`src/rtl/pwf_pkg.sv`:
```
package pwf_pkg;

    typedef enum logic [1:0] {
        PWF_IDLE  = 2'd0,
        PWF_COUNT = 2'd1,
        PWF_FLUSH = 2'd2
    } pwf_state_e;

    typedef struct packed {
        pwf_state_e st;
        logic       req;
    } pwf_ctrl_t;

endpackage

```
`src/rtl/pwf_delay_decode.sv`:
```
module pwf_delay_decode #(
    parameter int CODE_W    = 3,
    parameter int MIN_SHIFT = 2,
    parameter int CNT_W     = MIN_SHIFT + (2**CODE_W) - 1
) (
    input  logic [CODE_W-1:0] code,
    output logic [CNT_W-1:0]  load_val,
    output logic              timed
);
    localparam int NUM_DLY = (2**CODE_W) - 1;

    always_comb begin
        load_val = '0;
        for (int i = 0; i < NUM_DLY; i++) begin
            if (code == CODE_W'(i)) begin
                load_val = CNT_W'(1) << (MIN_SHIFT + i);
            end
        end
        timed = (code != '1);
    end
endmodule

```
`src/rtl/pwf_down_counter.sv`:
```
module pwf_down_counter #(
    parameter int W = 9
) (
    input  logic         clk,
    input  logic         rst_n,
    input  logic         load,
    input  logic [W-1:0] load_val,
    input  logic         run,
    output logic         last
);
    logic [W-1:0] cnt_d, cnt_q;

    always_comb begin
        cnt_d = cnt_q;
        if (load) begin
            cnt_d = load_val;
        end else if (run && cnt_q != '0) begin
            cnt_d = cnt_q - W'(1);
        end
    end

    always_ff @(posedge clk or negedge rst_n) begin
        if (!rst_n) begin
            cnt_q <= '0;
        end else begin
            cnt_q <= cnt_d;
        end
    end

    assign last = (cnt_q == W'(1));
endmodule

```
`src/rtl/pwflush_timer.sv`:
```
module pwflush_timer
    import pwf_pkg::*;
#(
    parameter int CODE_W    = 3,
    parameter int MIN_SHIFT = 2
) (
    input  logic              clk,
    input  logic              rst_n,
    input  logic [CODE_W-1:0] tmo_code,
    input  logic              wr_done,
    input  logic              buf_nonempty,
    input  logic              flush_ack,
    output logic              flush_req
);
    localparam int CNT_W = MIN_SHIFT + (2**CODE_W) - 1;

    pwf_ctrl_t        ctrl_d, ctrl_q;
    logic [CNT_W-1:0] load_val;
    logic             timed;
    logic             cnt_load, cnt_run, cnt_last;

    pwf_delay_decode #(
        .CODE_W   (CODE_W),
        .MIN_SHIFT(MIN_SHIFT),
        .CNT_W    (CNT_W)
    ) u_decode (
        .code    (tmo_code),
        .load_val(load_val),
        .timed   (timed)
    );

    pwf_down_counter #(
        .W(CNT_W)
    ) u_counter (
        .clk     (clk),
        .rst_n   (rst_n),
        .load    (cnt_load),
        .load_val(load_val),
        .run     (cnt_run),
        .last    (cnt_last)
    );

    always_comb begin
        ctrl_d   = ctrl_q;
        cnt_load = 1'b0;
        cnt_run  = 1'b0;
        if (ctrl_q.st == PWF_FLUSH) begin
            // writes during a pending flush ride along with it
            if (flush_ack) begin
                ctrl_d.st = PWF_IDLE;
            end
        end else if (wr_done) begin
            if (timed) begin
                cnt_load  = 1'b1;
                ctrl_d.st = PWF_COUNT;
            end else begin
                ctrl_d.st = PWF_IDLE;
            end
        end else if (ctrl_q.st == PWF_COUNT) begin
            if (cnt_last) begin
                ctrl_d.st = buf_nonempty ? PWF_FLUSH : PWF_IDLE;
            end else begin
                cnt_run = 1'b1;
            end
        end
        ctrl_d.req = (ctrl_d.st == PWF_FLUSH);
    end

    always_ff @(posedge clk or negedge rst_n) begin
        if (!rst_n) begin
            ctrl_q <= '{st: PWF_IDLE, req: 1'b0};
        end else begin
            ctrl_q <= ctrl_d;
        end
    end

    assign flush_req = ctrl_q.req;
endmodule

```
`config.mk`:
```
export PLATFORM = sky130hd
export DESIGN_NAME = pwflush_timer
export DESIGN_NICKNAME = d
export VERILOG_FILES = /design/src/rtl/pwf_pkg.sv /design/src/rtl/pwf_delay_decode.sv /design/src/rtl/pwf_down_counter.sv /design/src/rtl/pwflush_timer.sv
export SDC_FILE = /design/constraint.sdc
export NUM_CORES = 1
export LEC_CHECK = 0
export BUFFER_PORTS_ARGS = -buffer_cell sky130_fd_sc_hd__buf_2
export CORE_UTILIZATION = 56
export CTS_CLUSTER_DIAMETER = 60
export DETAILED_ROUTE_END_ITERATION = 8
export GPL_TIMING_DRIVEN = 0
export PLACE_DENSITY = 0.75
export SLEW_MARGIN = 20
export SYNTH_ARGS = -nofsm -noshare
export SYNTH_HDL_FRONTEND = slang
export SYNTH_SLANG_ARGS = --single-unit
```
`constraint.sdc`:
```
create_clock -name clk -period 2.3 [get_ports clk]
set_input_delay 0.46 -clock clk [delete_from_list [all_inputs] [get_ports clk]]
set_output_delay 0.46 -clock clk [all_outputs]
set_load 0.01 [all_outputs]
```
==> impl_metrics.toml <==
[logic_synthesis]
async_flop_share_pct = 100
syn_area_per_cell_sq_um = 8.59
synth_ff_type = "dfrtp_1"
synth_most_common_cell = "dfrtp_1"
synth_top_cell_area_share_pct = 34.3
ys_warn_count = 0
yosys-top-cells-area = "dfrtp_1, a31oi_1, o22a_2"
ys_ff_latch = 12
syn-num-nets = 113
synth_area_sq_um = 876
yosysSeqAreaShare_pct = 34.3
ys_types = 39
synth_edf_count = 0
synthTopCellsByCount = "dfrtp_1, nor2_1, a31oi_1"
syn_inst = 102
synth_top_area_cell = "dfrtp_1"

[layout]
finish.net_count = 123
multi_input_area_sq_um = 522
final-seq-area_sq_um = 300
utilization_pct = 69.1
num-fill-cells = 120
stdcell_area_sq_um = 956
diodes = 0
layout-drive-gt1-share_pct = 17.1
synthToLayoutAreaGrowth_pct = 9.14

[route]
firstDrtPassIters = 4
remaining_drc_errors = 0
initialDrtViolationCount = 21
drt.antenna.violating_nets = 0
vias_per_cell = 6.52
vias = 822
drt_wl_total_um = 1910
avgRoutedWirePerCell_um = 15.1

[setup_path]
worstPathRequired_ps = 2470
ff2ff_path_depth = 6
start_kind = "flip-flop"
crit_type = "reg -> reg"
regToRegSetupSlack_ps = 290
reg2reg_to = "u_counter.cnt_q[8]$_DFFE_PN0P_"
cp_max_fo = 5
cp.arrival_ps = 2180
end_kind = "flip-flop"
reg2reg_from = "u_counter.cnt_q[0]$_DFFE_PN0P_"

[timing]
worstMarginPinSlew_ps = 552
whs_ps = 42.1
setup_viol = 0
slew_violations = 0
hold_viol_final = 0
setup_tns_ps = 0
clock.fmax_mhz = 497
rsz0062_at_grt = "no"
skew_ps = 0.780
max-slew-margin-rel_pct = 63.1
fin_crit_sh_pct = 87.4
timing.final.ws_setup_ps = 289
period_needed_ps = 2010

[placed_design]
pre_cts_ws_ps = 247
place_area_sq_um = 920
numPortBuffers = 5
place_hpwl_um = 1380
place_congestion = 0.834

[global_routing]
antenna_found_initial = 0
grt_pass1_wl_um = 3190
gr-total-overflow = 0
grtUsageTotal_pct = 23.7
grt_max_degree = 13
grt_pass1_vias = 731

[min_path]
hold_class = "in -> async"

[job]
maxCapViolations = 0

[cts]
clk_path_buf_depth = 2
cts-buffers-inserted = 3
cts_tree = "yes"
cts.repair.resized = 0
clkSlewWorstSetupHoldPaths_ps = 80
clock-root-buffer = "clkbuf_4"
hold_buffers = 0
clock_sinks = 12
post_cts_buffers = 0
htree_num_levels = 1
clk_latency_ps = 280

[power_and_ir_drop]
vdd_drop_max_mv = 0.571
powerDensity_nw_per_um2 = 929
leakagePower_nw = 0.392

[die]
ios = 9
coreArea_sq_um = 1380
initial_core_util_pct = 63.3
die_w_um = 41.5
rows = 13
die_h_um = 41.5
die_area_sq_um = 1730

[outcome]
outcome = "complete, no violations"
[report_power, final]
| part | internal, mW | switching [mW] | leakage [nW] | total, mW |
|---|---|---|---|---|
| sequential | 0.265 | 0.0700 | 0.156 | 0.335 |
| clock | 0.0963 | 0.0778 | 0.0210 | 0.174 |
| combinational | 0.180 | 0.199 | 0.215 | 0.379 |
| total | 0.542 | 0.347 | 0.392 | 0.888 |
[worst max-delay path: stages (launching register included)]
cell	delay, ps
dfrtp_1	440
inv_1	100
ha_1	220
or3b_2	530
nor3_1	270
a31oi_1	130
o22a_1	220
[cell usage in the layout, fill, tap and decap left out, types with 2 or more instances in the layout]
cell	synthesis	routed
buf_2	1	6
nor2_1	9	9
o22a_1	4	4
a211oi_1	4	4
nor3_1	6	6
a21oi_1	2	2
o22a_2	4	4
a31oi_1	7	7
inv_1	4	4
clkbuf_4	0	3
nor3b_1	2	2
nand2_1	6	6
nand2b_1	3	3
dfrtp_1	12	12
clkbuf_1	5	5
ha_1	3	3
nor4_1	5	5
o21ai_0	3	3
[cell type report]
class,count,share of cell area [%]
clock buffer,4,3.80
inverter,5,1.96
timing repair buffer,5,2.62
sequential,12,31.4
tap,15,1.96
multi-input combinational,78,54.6
buffer,7,3.66
[stage by stage]
stage               total power [mW]  std cells
CTS                            0.884        126
global placement               0.703        122
global route                   0.953        126
detailed placement             0.713        122
floorplan                      0.626        102
finish                         0.888        126
[how the worst max path moves through the flow]
stage	end	cells after the start	from	slack (ps)
6_report	u_counter.cnt_q[8]$_DFFE_PN0P_	6	u_counter.cnt_q[0]$_DFFE_PN0P_	290
4_1_cts	u_counter.cnt_q[5]$_DFFE_PN0P_	6	u_counter.cnt_q[4]$_DFFE_PN0P_	310
3_5_place_dp	u_counter.cnt_q[8]$_DFFE_PN0P_	6	wr_done	250
2_1_floorplan	u_counter.cnt_q[5]$_DFFE_PN0P_	5	u_counter.cnt_q[2]$_DFFE_PN0P_	470
5_1_grt	u_counter.cnt_q[5]$_DFFE_PN0P_	6	u_counter.cnt_q[4]$_DFFE_PN0P_	170
3_3_place_gp	u_counter.cnt_q[8]$_DFFE_PN0P_	6	wr_done	220
[metal layers]
metal	share of wire, %	global-route usage, %	up-vias
met4	1.9	9.68	0
li1	-	-	409
met1	48	32.3	393
met5	0	0	-
met2	47	37.8	15
met3	3.0	3.04	5
[logic make-up after synthesis]
family	synth area share, %
compound gates	27.6
xor+xnor	2.00
fa+ha+maj	4.29
buf+inv	6.14
flops	34.3
simple gates	25.7
[flip-flops by register name (all words and copies together), names as in the netlist]
name / flops
ctrl_q: 2
flush_req: 1
u_counter.cnt_q: 9
Power figures use the tool's default switching activity.
